==> config.mk <==
export PLATFORM = sky130hd
export DESIGN_NAME = rtc_irq_unit
export DESIGN_NICKNAME = d
export VERILOG_FILES = /design/src/rtl/rtc_irq_pkg.sv /design/src/rtl/rate_divider.sv /design/src/rtl/alarm_match.sv /design/src/rtl/irq_flags.sv /design/src/rtl/rtc_irq_unit.sv
export SDC_FILE = /design/constraint.sdc
export NUM_CORES = 1
export LEC_CHECK = 0
export ABC_AREA = 1
export BUFFER_PORTS_ARGS = -buffer_cell sky130_fd_sc_hd__buf_2
export CAP_MARGIN = 20
export CORE_MARGIN = 2
export CORE_UTILIZATION = 50
export DETAILED_ROUTE_END_ITERATION = 8
export PLACE_DENSITY_LB_ADDON = 0.3
export SYNTH_ARGS = -nofsm -noshare
export SYNTH_HDL_FRONTEND = slang
export SYNTH_SLANG_ARGS = --single-unit
==> constraint.sdc <==
create_clock -name clk -period 3.4 [get_ports clk]
set_input_delay 0 -clock clk [delete_from_list [all_inputs] [get_ports clk]]
set_output_delay 0 -clock clk [all_outputs]
set_load 0.01 [all_outputs]
==> src/rtl/rtc_irq_pkg.sv <==
package rtc_irq_pkg;
  localparam int SRC_UPD = 0;
  localparam int SRC_PER = 1;
  localparam int SRC_ALM = 2;
  localparam int NSRC    = 3;

  // Number of low divider bits that form one periodic period (log2 of period).
  function automatic int tap_bits(input logic [3:0] code, input logic [1:0] sel,
                                  input int fast, input int mid);
    int off;
    off = (sel == 2'd0) ? fast : (sel == 2'd1) ? mid : 0;
    if (code == 4'd0) return 1;
    if (code <= 4'd2) return int'(code) + fast - 1;
    return int'(code) - 1 + off;
  endfunction
endpackage

==> src/rtl/rate_divider.sv <==
module rate_divider
  import rtc_irq_pkg::*;
#(
  parameter int SHIFT_FAST = 7,
  parameter int SHIFT_MID  = 5
) (
  input  logic       clk,
  input  logic       rst_n,
  input  logic [1:0] base_sel,
  input  logic [3:0] rate_code,
  input  logic       sqw_en,
  input  logic       ck_div4,
  output logic       tick,
  output logic       sqw,
  output logic       ck_strobe
);
  localparam int CNT_W = 15 + SHIFT_FAST;
  localparam int KW    = $clog2(CNT_W + 1);

  logic [CNT_W-1:0] cnt;
  logic [CNT_W-1:0] mask;
  logic [CNT_W-1:0] shifted;
  logic [KW-1:0]    k_bits;
  logic [KW-1:0]    k_m1;
  logic             held;
  logic             active;
  logic [1:0]       ck_cnt;

  assign held = (base_sel == 2'd3);

  always_ff @(posedge clk or negedge rst_n) begin
    if (!rst_n)    cnt <= '0;
    else if (held) cnt <= '0;
    else           cnt <= cnt + CNT_W'(1);
  end

  always_comb begin
    k_bits  = KW'(tap_bits(rate_code, base_sel, SHIFT_FAST, SHIFT_MID));
    k_m1    = k_bits - KW'(1);
    mask    = (CNT_W'(1) << k_bits) - CNT_W'(1);
    shifted = cnt >> k_m1;
    active  = (rate_code != 4'd0) && !held;
    tick    = active && ((cnt & mask) == mask);
    sqw     = sqw_en && active && shifted[0];
  end

  always_ff @(posedge clk or negedge rst_n) begin
    if (!rst_n) ck_cnt <= '0;
    else        ck_cnt <= ck_cnt + 2'd1;
  end

  assign ck_strobe = ck_div4 ? (ck_cnt == 2'd3) : 1'b1;
endmodule

==> src/rtl/alarm_match.sv <==
module alarm_match #(
  parameter int NBYTES = 3
) (
  input  logic [NBYTES-1:0][7:0] now_t,
  input  logic [NBYTES-1:0][7:0] alm_t,
  output logic                   hit
);
  logic [NBYTES-1:0] byte_ok;

  for (genvar i = 0; i < NBYTES; i++) begin : g_byte
    assign byte_ok[i] = (alm_t[i][7:6] == 2'b11) || (alm_t[i] == now_t[i]);
  end

  assign hit = &byte_ok;
endmodule

==> src/rtl/irq_flags.sv <==
module irq_flags
  import rtc_irq_pkg::*;
(
  input  logic            clk,
  input  logic            rst_n,
  input  logic [NSRC-1:0] set_vec,
  input  logic [NSRC-1:0] en_vec,
  input  logic            rd,
  output logic [NSRC:0]   flags,
  output logic            irq_n
);
  logic [NSRC-1:0] flg;
  logic            any;

  always_ff @(posedge clk or negedge rst_n) begin
    if (!rst_n)  flg <= '0;
    else if (rd) flg <= set_vec;
    else         flg <= flg | set_vec;
  end

  assign any   = |(flg & en_vec);
  assign flags = {any, flg};
  assign irq_n = !any;
endmodule

==> src/rtl/rtc_irq_unit.sv <==
module rtc_irq_unit
  import rtc_irq_pkg::*;
#(
  parameter int SHIFT_FAST = 7,
  parameter int SHIFT_MID  = 5
) (
  input  logic       clk,
  input  logic       rst_n,
  input  logic [1:0] base_sel,
  input  logic [3:0] rate_code,
  input  logic       sqw_en,
  input  logic       ck_div4,
  input  logic [7:0] now_sec,
  input  logic [7:0] now_min,
  input  logic [7:0] now_hour,
  input  logic [7:0] alm_sec,
  input  logic [7:0] alm_min,
  input  logic [7:0] alm_hour,
  input  logic       upd_done,
  input  logic       en_alarm,
  input  logic       en_periodic,
  input  logic       en_update,
  input  logic       flag_rd,
  output logic [3:0] flags,
  output logic       irq_n,
  output logic       sqw,
  output logic       ck_strobe
);
  logic            tick;
  logic            alm_hit;
  logic [NSRC-1:0] set_vec;
  logic [NSRC-1:0] en_vec;

  rate_divider #(.SHIFT_FAST(SHIFT_FAST), .SHIFT_MID(SHIFT_MID)) u_div (
    .clk(clk), .rst_n(rst_n), .base_sel(base_sel), .rate_code(rate_code),
    .sqw_en(sqw_en), .ck_div4(ck_div4), .tick(tick), .sqw(sqw),
    .ck_strobe(ck_strobe)
  );

  alarm_match #(.NBYTES(3)) u_alm (
    .now_t({now_hour, now_min, now_sec}),
    .alm_t({alm_hour, alm_min, alm_sec}),
    .hit(alm_hit)
  );

  always_comb begin
    set_vec          = '0;
    set_vec[SRC_UPD] = upd_done;
    set_vec[SRC_PER] = tick;
    set_vec[SRC_ALM] = upd_done && alm_hit;
    en_vec           = '0;
    en_vec[SRC_UPD]  = en_update;
    en_vec[SRC_PER]  = en_periodic;
    en_vec[SRC_ALM]  = en_alarm;
  end

  irq_flags u_flg (
    .clk(clk), .rst_n(rst_n), .set_vec(set_vec), .en_vec(en_vec),
    .rd(flag_rd), .flags(flags), .irq_n(irq_n)
  );
endmodule

==> results_dict.tcl, run 1 <==
set metrics [dict create \
    internal_power_uw 717 \
    stdcell_count 720 \
    yosysWarnings 0 \
    dp_hpwl_um 7360 \
    power_uw 1330 \
    cpPeakStageDelay_ns 0.51 \
    dp.cells 713 \
    finalSetupViolCount 0 \
    port_buffers 69 \
    rsz0062_at_grt "no" \
    nets 720 \
    drv_slew 0 \
    power_switching_uw 611 \
    synth-seq-cells 27 \
    root_buffer "clkbuf_8" \
    yosysTopAreaCell "dfrtp_1" \
    drive_gt1_frac 0.191 \
    dr_wl_met3_um 532 \
    ant_nets 0 \
    grt_overflow_total 0 \
    p_seq_frac 0.266 \
    clock_path_buffers 2 \
    syn_nets 645 \
    hold_path_depth 3 \
    die_h_um 86.6 \
    initial_utilization 0.508 \
    cp-end-kind "flip-flop" \
    gp_congestion 1.06 \
    core_mm2 0.00672 \
    worstSkewPairLatency_ns 0.28 \
    n_antenna_cell 0 \
    multi_input_area_mm2 0.00232 \
    crit_path_frequent_cell "nand2_1" \
    final.setup_skew_ns 0.00842 \
    power.leakage_uw 0.00223 \
    cts_tree "built" \
    cp_slowest_cell "fa_1" \
    synth_edf_count 0 \
    min_to "u_flg.flg[2]" \
    slew_headroom 0.598 \
    ys_async_sr_fraction 1.00 \
    drcViolationCount 0 \
    antenna_found_initial 0 \
    vias 3805 \
    path_max_fanout 7 \
    holdCritStartpoint "alm_sec[6]" \
    numCtsBuffers 3 \
    path_clk_slew_ns 0.09 \
    die_x_um 86.6 \
    reg2reg_depth 17 \
    cap_violations 0 \
    crit_chain "buf_2 -> or2_2 -> ha_1 -> inv_1 -> ha_1 -> fa_1 -> inv_1 -> nand2_1 -> nand3_2 -> nand2_4 -> inv_1 -> nand2_1 -> ha_1 -> nand3_4 -> nor2_4 -> nand2_1 -> nand3_1 -> nand2_1 -> nor2_1 -> nand2_1 -> nor2_1 -> nand3_1 -> nand2_1" \
    netlist_instances 566 \
    grt_pass1_wl_um 14600 \
    grt_max_degree 28 \
    period_share 0.887 \
    num_rows 30 \
    synth_top_area_frac 0.198 \
    first_global_vias 3410 \
    cts_resized 0 \
    ir_drop_mv 0.235 \
    final.min_clock_period_ns 3.01 \
    area_growth_pct 15.4 \
    fmax_ghz 0.332 \
    drtIter0Drc 289 \
    final-hold-violation-count 0 \
    wire_per_inst_um 12.2 \
    wirelength_met1_um 4000 \
    holdCritPathClass "in2reg" \
    io_pins 70 \
    critical_path_arrival_ns 3.24 \
    ys_seq_area_frac 0.198 \
    cts_sinks 27 \
    synth_ff_type "dfrtp_1" \
    area.sequential_um2 676 \
    status "finished clean" \
    synth.area.top_cells "dfrtp_1 20%, nand2_1 15%, inv_1 9.9%" \
    first_pass_iters 5 \
    swShare 0.460 \
    yosysUniqueCellTypes 44 \
    syn-cell-area_mm2 0.00341 \
    crit_type "in2reg" \
    cp-start-kind "primary input" \
    tightest_slew_ns 0.604 \
    grt_util_all_layers 0.237 \
    fin_setup_tns_ns 0 \
    power_frac_clock 0.137 \
    synth_common_cells "138 x nand2_1, 90 x inv_1, 71 x nor2_1, 56 x nand3_1, 31 x o21ai_0" \
    synth_most_common_cell "nand2_1" \
    required_ns 3.62 \
    rr_startpoint "u_div.cnt[0]" \
    r2r_setup_slack_ns 0.94 \
    p_comb_frac 0.597 \
    nFillCells 625 \
    power.density_mw_per_mm2 337 \
    htreeDepth 1 \
    avgSynthCellArea_um2 6.03 \
    routed_wl_um 8800 \
    die_area_mm2 0.00751 \
    highest_layer "met4" \
    rr_endpoint "u_div.cnt[20]" \
    route.met2.wl_um 4120 \
    routed_via_density 5.28 \
]
==> routing by layer <==
metal / GRT usage / up-vias
met2: 0.395 / 132
met1: 0.326 / 1696
met4: 0.0696 / 0
met3: 0.0200 / 21
li1: - / 1956
met5: 0 / -
==> power by group through the flow <==
stage          logic (uW)  registers [uW]  clock network [uW]
6_report              793             353                 182
3_3_place_gp          770             358                   0
2_1_floorplan         599             356                   0
4_1_cts               784             353                 192
5_1_grt               899             357                 201
3_5_place_dp          779             360                   0
==> per-stage QoR <==
stage | worst slack, ns | util | instance area, um2 | hold slack, ns
after floorplan | 0.481 | - | 3410 | -0.296
after global placement | 0.149 | 0.575 | 3860 | 0.0263
after detailed placement | 0.102 | 0.575 | 3860 | 0.0359
after CTS | 0.393 | 0.587 | 3940 | 0.0627
after global routing | 0.0780 | 0.587 | 3940 | 0.0727
final | 0.386 | 0.587 | 3940 | 0.0546
==> critical path: cells and delay by family <==
kind,cells,cell delay (ns)
fa+ha+maj,4,1.23
simple gates,15,1.69
buf+inv,4,0.30
==> layout make-up <==
class / instances / share of cell area
Tap cell: 80 / 0.0254
Timing Repair Buffer: 77 / 0.108
Clock buffer: 3 / 0.0105
Multi-Input combinational cell: 433 / 0.588
Inverter: 99 / 0.0949
Clock inverter: 1 / 0.00190
Sequential cell: 27 / 0.171
==> kinds of logic after synthesis <==
logic type	after synthesis	synth area share
AO/OA/AOI/OAI	78	0.128
XOR/XNOR	19	0.0487
adder cells (fa/ha/maj)	16	0.0608
buffers and inverters	106	0.123
flip-flops	27	0.198
AND/OR/NAND/NOR	320	0.441
==> timing repair <==
item                                   in CTS  in global routing
hold buffers                                3                  0
setup buffers                               0                  0
endpoints found under the hold margin      30                  0
==> how the worst max path moves through the flow <==
stage	from	depth (start not counted)	slack, ns	endpoint
after CTS	base_sel[1]	23	0.39	u_flg.flg[1]
final	base_sel[1]	23	0.39	u_flg.flg[1]
after floorplan	base_sel[1]	24	0.48	u_flg.flg[1]
after detailed placement	base_sel[1]	23	0.10	u_flg.flg[1]
after global placement	base_sel[1]	23	0.15	u_flg.flg[1]
after global routing	base_sel[1]	24	0.08	u_flg.flg[1]
==> registers in the layout (all words and copies together) (netlist names) <==
register,cells
u_div.cnt,22
u_flg.flg,3
u_div.ck_cnt,2
==> cell usage in the layout, fill, tap and decap left out, drive strengths merged <==
cell           n
nand2        145
inv           98
nor2          82
buf           74
nand3         63
o21ai         38
dfrtp         27
a21oi         26
nor3          17
xnor2         16
ha            15
or2            6
nand4          4
xor2           3
clkbuf         3
dlygate4sd3    3
o21bai         2
a211oi         2
o211ai         2
a32o           2
a31oi          1
nand3b         1
a21o           1
nor3b          1
nor4           1
o221a          1
clkinv         1
o221ai         1
a31o           1
o22ai          1
fa             1
clkinvlp       1
Note: power is estimated with default switching activity, not from simulation.
==> run 2: changes to the inputs <==
Settings changed: CTS_CLUSTER_SIZE from default to 40.
Clock period 3.4 ns to 3.6 ns, I/O delays scaled along.
==> results_dict.tcl, run 2 (synthesis gave the netlist of run 1 again) <==
set metrics [dict create \
    status "finished clean" \
    die_area_mm2 0.00751 \
    fin_util 0.585 \
    routed_wl_um 9250 \
    cts_setup_buffers 0 \
    drtIter0Drc 217 \
    path_clk_slew_ns 0.09 \
    grt_pass1_wl_um 15100 \
    die_x_um 86.6 \
    path_max_fanout 7 \
    core_mm2 0.00672 \
    die_h_um 86.6 \
    vias 3815 \
    cts_resized 0 \
    antenna_found_initial 0 \
    port_buffers 69 \
    io_pins 70 \
    cap_violations 0 \
    ir_drop_mv 0.272 \
    final.min_clock_period_ns 3.14 \
    first_global_vias 3464 \
    dp.cells 713 \
    drive_gt1_frac 0.191 \
    numCtsBuffers 3 \
    routed_via_density 5.30 \
    wire_per_inst_um 12.8 \
    nets 720 \
    critical_path_arrival_ns 3.32 \
    gp_congestion 0.989 \
    grt_max_degree 28 \
    regMostFlops "u_div.cnt" \
    dp_hpwl_um 7650 \
    fmax_ghz 0.319 \
    grt_overflow_total 0 \
    drv_slew 0 \
    final-hold-violation-count 0 \
    cp-start-kind "primary input" \
    power.density_mw_per_mm2 321 \
    first_pass_iters 5 \
    cts_sinks 27 \
    root_buffer "clkbuf_8" \
    largest_register_ffs 22 \
    final.setup_skew_ns 0.00911 \
    hold-worst-slack_ns 0.0490 \
    worstSkewPairLatency_ns 0.28 \
    fin_setup_tns_ns 0 \
    reg.largest.list "u_div.cnt x22, u_flg.flg x3, u_div.ck_cnt x2" \
    htreeDepth 1 \
    area_growth_pct 15.1 \
    slew_headroom 0.596 \
    clock_path_buffers 2 \
    finalSetupViolCount 0 \
    required_ns 3.78 \
    cts_tree "built" \
    rsz0062_at_grt "no" \
    ant_nets 0 \
    crit_type "in2reg" \
    stdcell_count 720 \
    initial_utilization 0.508 \
    layout_common_cells "138 x nand2_1, 90 x inv_1, 71 x nor2_1" \
    tightest_slew_ns 0.607 \
    holdCritPathClass "in2reg" \
    cp-end-kind "flip-flop" \
    final_common_cell "nand2_1" \
    nFillCells 660 \
    n_antenna_cell 0 \
    drcViolationCount 0 \
    grt_util_all_layers 0.249 \
    num_rows 30 \
    power.leakage_uw 0.00223 \
    period_share 0.872 \
    ctsHoldBuffers 3 \
]
run 2: cell counts in the layout (fill, tap and decap cells not counted):
Identical to the previous run, type by type.
run 2: final timing paths:
check / start / slack [ns] / cells past startpoint / endpoint
setup reg to reg: u_div.cnt[0] / 1.17 / 17 / u_div.cnt[20]
hold / removal: alm_sec[7] / 0.05 / 3 / u_flg.flg[2]
min in group asynchronous: rst_n / 0.26 / 2 / u_div.ck_cnt[1]
setup / recovery: base_sel[1] / 0.46 / 24 / u_flg.flg[1]
max in group asynchronous: rst_n / 2.93 / 2 / u_div.cnt[0]
hold reg to reg: u_div.ck_cnt[0] / 0.43 / 1 / u_div.ck_cnt[0]
run 2: cell type report:
class	count	area, um2	share of cell area
clock buffer	3	41.3	0.0105
sequential	27	676	0.172
timing repair buffer	77	413	0.105
tap	80	100	0.0255
clock inverter	1	7.51	0.00191
multi-input combinational	433	2320	0.590
inverter	99	374	0.0952
run 2: power by group:
part | internal, uW | switching [uW] | leakage, uW | total (uW)
combinational | 273 | 484 | 0.00184 | 757
clock | 78.7 | 94.7 | 0.0000217 | 173
sequential | 320 | 12.9 | 0.000365 | 333
total | 671 | 592 | 0.00223 | 1260
run 2: routing by layer:
metal  track usage  wire length (um)  vias to the layer above
met5             0                 0                        -
met4        0.0881               212                        0
met3        0.0286               588                       22
met2         0.417              4360                      136
met1         0.332              4090                     1703
li1              -                 -                     1954
run 2: worst max-delay path, cell delays in order:
cell	delay (ns)
buf_2	0.12
or2_2	0.30
ha_1	0.27
inv_1	0.04
ha_1	0.22
fa_1	0.52
inv_1	0.05
nand2_1	0.07
nand3_2	0.17
nand2_4	0.14
inv_1	0.11
nand2_1	0.12
ha_1	0.27
nand2_1	0.09
nor2_2	0.11
nand2_1	0.11
nor2_2	0.18
nor2_1	0.06
nor2_1	0.10
nor2_1	0.05
nand2_1	0.06
nor2_1	0.04
nand3_1	0.07
nand2_1	0.05
run 2: through the flow:
step / power, uW / setup WS, ns / area, um2
2_1_floorplan: 902 / 0.681 / 3410
3_3_place_gp: 1070 / 0.324 / 3850
3_5_place_dp: 1080 / 0.222 / 3850
4_1_cts: 1260 / 0.525 / 3930
5_1_grt: 1380 / 0.238 / 3930
6_report: 1260 / 0.462 / 3930
==> run 3: changes to the inputs <==
Settings changed: CTS_CLUSTER_SIZE 40 to 30, REMOVE_ABC_BUFFERS from default to 1.
==> results_dict.tcl, run 3 (synthesis gave the netlist of run 1 again) <==
set metrics [dict create \
    power.density_mw_per_mm2 323 \
    reg.largest.list "u_div.cnt x22, u_flg.flg x3, u_div.ck_cnt x2" \
    cp-start-kind "primary input" \
    crit_chain "buf_2 -> or2_2 -> ha_1 -> inv_1 -> ha_1 -> fa_1 -> nand2_1 -> nand2_1 -> nand2_1 -> nand3_4 -> nand2_2 -> nor2_1 -> inv_1 -> ha_1 -> nand3_4 -> nor2_4 -> nand2_2 -> nor2_1 -> nand2_1 -> nand3_1 -> nand2_1 -> nor2_1 -> nand3_1 -> nand2_1" \
    numCtsBuffers 3 \
    routed_wl_um 9390 \
    path_clk_slew_ns 0.10 \
    path_max_fanout 10 \
    use_met3 0.0238 \
    holdCritPathClass "in2reg" \
    regMostFlops "u_div.cnt" \
    core_mm2 0.00672 \
    fmax_ghz 0.325 \
    grt_util_met1 0.333 \
    htreeDepth 1 \
    cts_sinks 27 \
    fin_setup_tns_ns 0 \
    cts_resized 0 \
    grt.busiest_layer "met2" \
    wire_per_inst_um 13.1 \
    first_global_vias 3532 \
    cp-end-kind "flip-flop" \
    ir_drop_mv 0.215 \
    vias 3833 \
    n_antenna_cell 0 \
    ctsHoldBuffers 3 \
    globalRouteMet2Util 0.438 \
    drcViolationCount 0 \
    routed_via_density 5.34 \
    slew_headroom 0.598 \
    cap_violations 0 \
    largest_register_ffs 22 \
    io_pins 70 \
    status "finished clean" \
    final_common_cell "nand2_1" \
    ant_nets 0 \
    cts_setup_buffers 0 \
    cts_tree "built" \
    final-hold-violation-count 0 \
    finalSetupViolCount 0 \
    port_buffers 69 \
    dp_hpwl_um 7790 \
    required_ns 3.83 \
    grt_overflow_total 0 \
    rsz0062_at_grt "no" \
    drv_slew 0 \
    stdcell_count 718 \
    grt_util_all_layers 0.256 \
    worstSkewPairLatency_ns 0.28 \
    num_rows 30 \
    drtIter0Drc 217 \
    layout_common_cells "138 x nand2_1, 90 x inv_1, 71 x nor2_1" \
    root_buffer "clkbuf_8" \
    die_x_um 86.6 \
    cpPeakStageDelay_ns 0.39 \
    period_share 0.855 \
    initial_utilization 0.508 \
    area_growth_pct 14.7 \
    crit_path_frequent_cell "nand2_1" \
    tightest_slew_ns 0.603 \
    clock_path_buffers 2 \
    die_h_um 86.6 \
    first_pass_iters 5 \
    crit_type "in2reg" \
    gp_congestion 1.04 \
    power.leakage_uw 0.00222 \
    cp_slowest_cell "fa_1" \
    antenna_found_initial 0 \
    final.setup_skew_ns 0.00493 \
    drive_gt1_frac 0.188 \
    grt_max_degree 28 \
    die_area_mm2 0.00751 \
    critical_path_arrival_ns 3.30 \
    final.min_clock_period_ns 3.08 \
    dp.cells 711 \
    nets 718 \
    grt_pass1_wl_um 15600 \
]
[run 3: changes by cell type in the layout (fill, tap and decap cells not counted)]
cell	change
inv_6	+1
clkinvlp_4	-1
buf_4	-2
[run 3: path summary, 6_finish.rpt]
path / slack, ns / end / cells past startpoint / start
worst max-delay path: 0.52 / u_flg.flg[1] / 24 / base_sel[1]
worst min-delay path: 0.08 / u_flg.flg[2] / 3 / alm_sec[7]
worst max register to register: 1.10 / u_div.cnt[20] / 17 / u_div.cnt[0]
worst min register to register: 0.44 / u_div.ck_cnt[0] / 1 / u_div.ck_cnt[0]
max in group asynchronous: 2.96 / u_div.cnt[15] / 2 / rst_n
min in group asynchronous: 0.25 / u_div.cnt[14] / 2 / rst_n
[run 3: stage by stage]
step                      worst slack (ns)  area (um2)  power [uW]  hold WS (ns)   util
after floorplan                      0.424        3370         885        -0.296      -
after global placement               0.349        3830        1050        0.0292  0.571
after detailed placement             0.244        3830        1070        0.0424  0.571
after CTS                            0.541        3920        1260        0.0744  0.583
after global routing                 0.260        3920        1380         0.150  0.583
final                                0.523        3920        1260        0.0790  0.583
[run 3: metal layers]
metal	vias to the layer above	share of wire
met5	-	0
met4	0	0.037
met3	30	0.040
met2	125	0.49
met1	1731	0.44
li1	1947	-
[run 3: power by group]
| part | internal, uW | switching [uW] | total (uW) |
|---|---|---|---|
| registers | 320 | 13.3 | 333 |
| logic | 269 | 476 | 745 |
| clock network | 81.3 | 104 | 185 |
[run 3: worst max-delay path, delay by kind of cell]
family,cells,cell delay (ns)
buffers and inverters,3,0.24
adder cells (fa/ha/maj),4,1.14
AND/OR/NAND/NOR,17,1.92
[run 3: final cells by class]
| type | count | area (um2) |
|---|---|---|
| clock inverter | 1 | 8.76 |
| sequential | 27 | 676 |
| clock buffer | 3 | 41.3 |
| fill | 645 | 2800 |
| multi-input combinational | 433 | 2320 |
| inverter | 99 | 374 |
| timing repair buffer | 75 | 398 |
| tap | 80 | 100 |
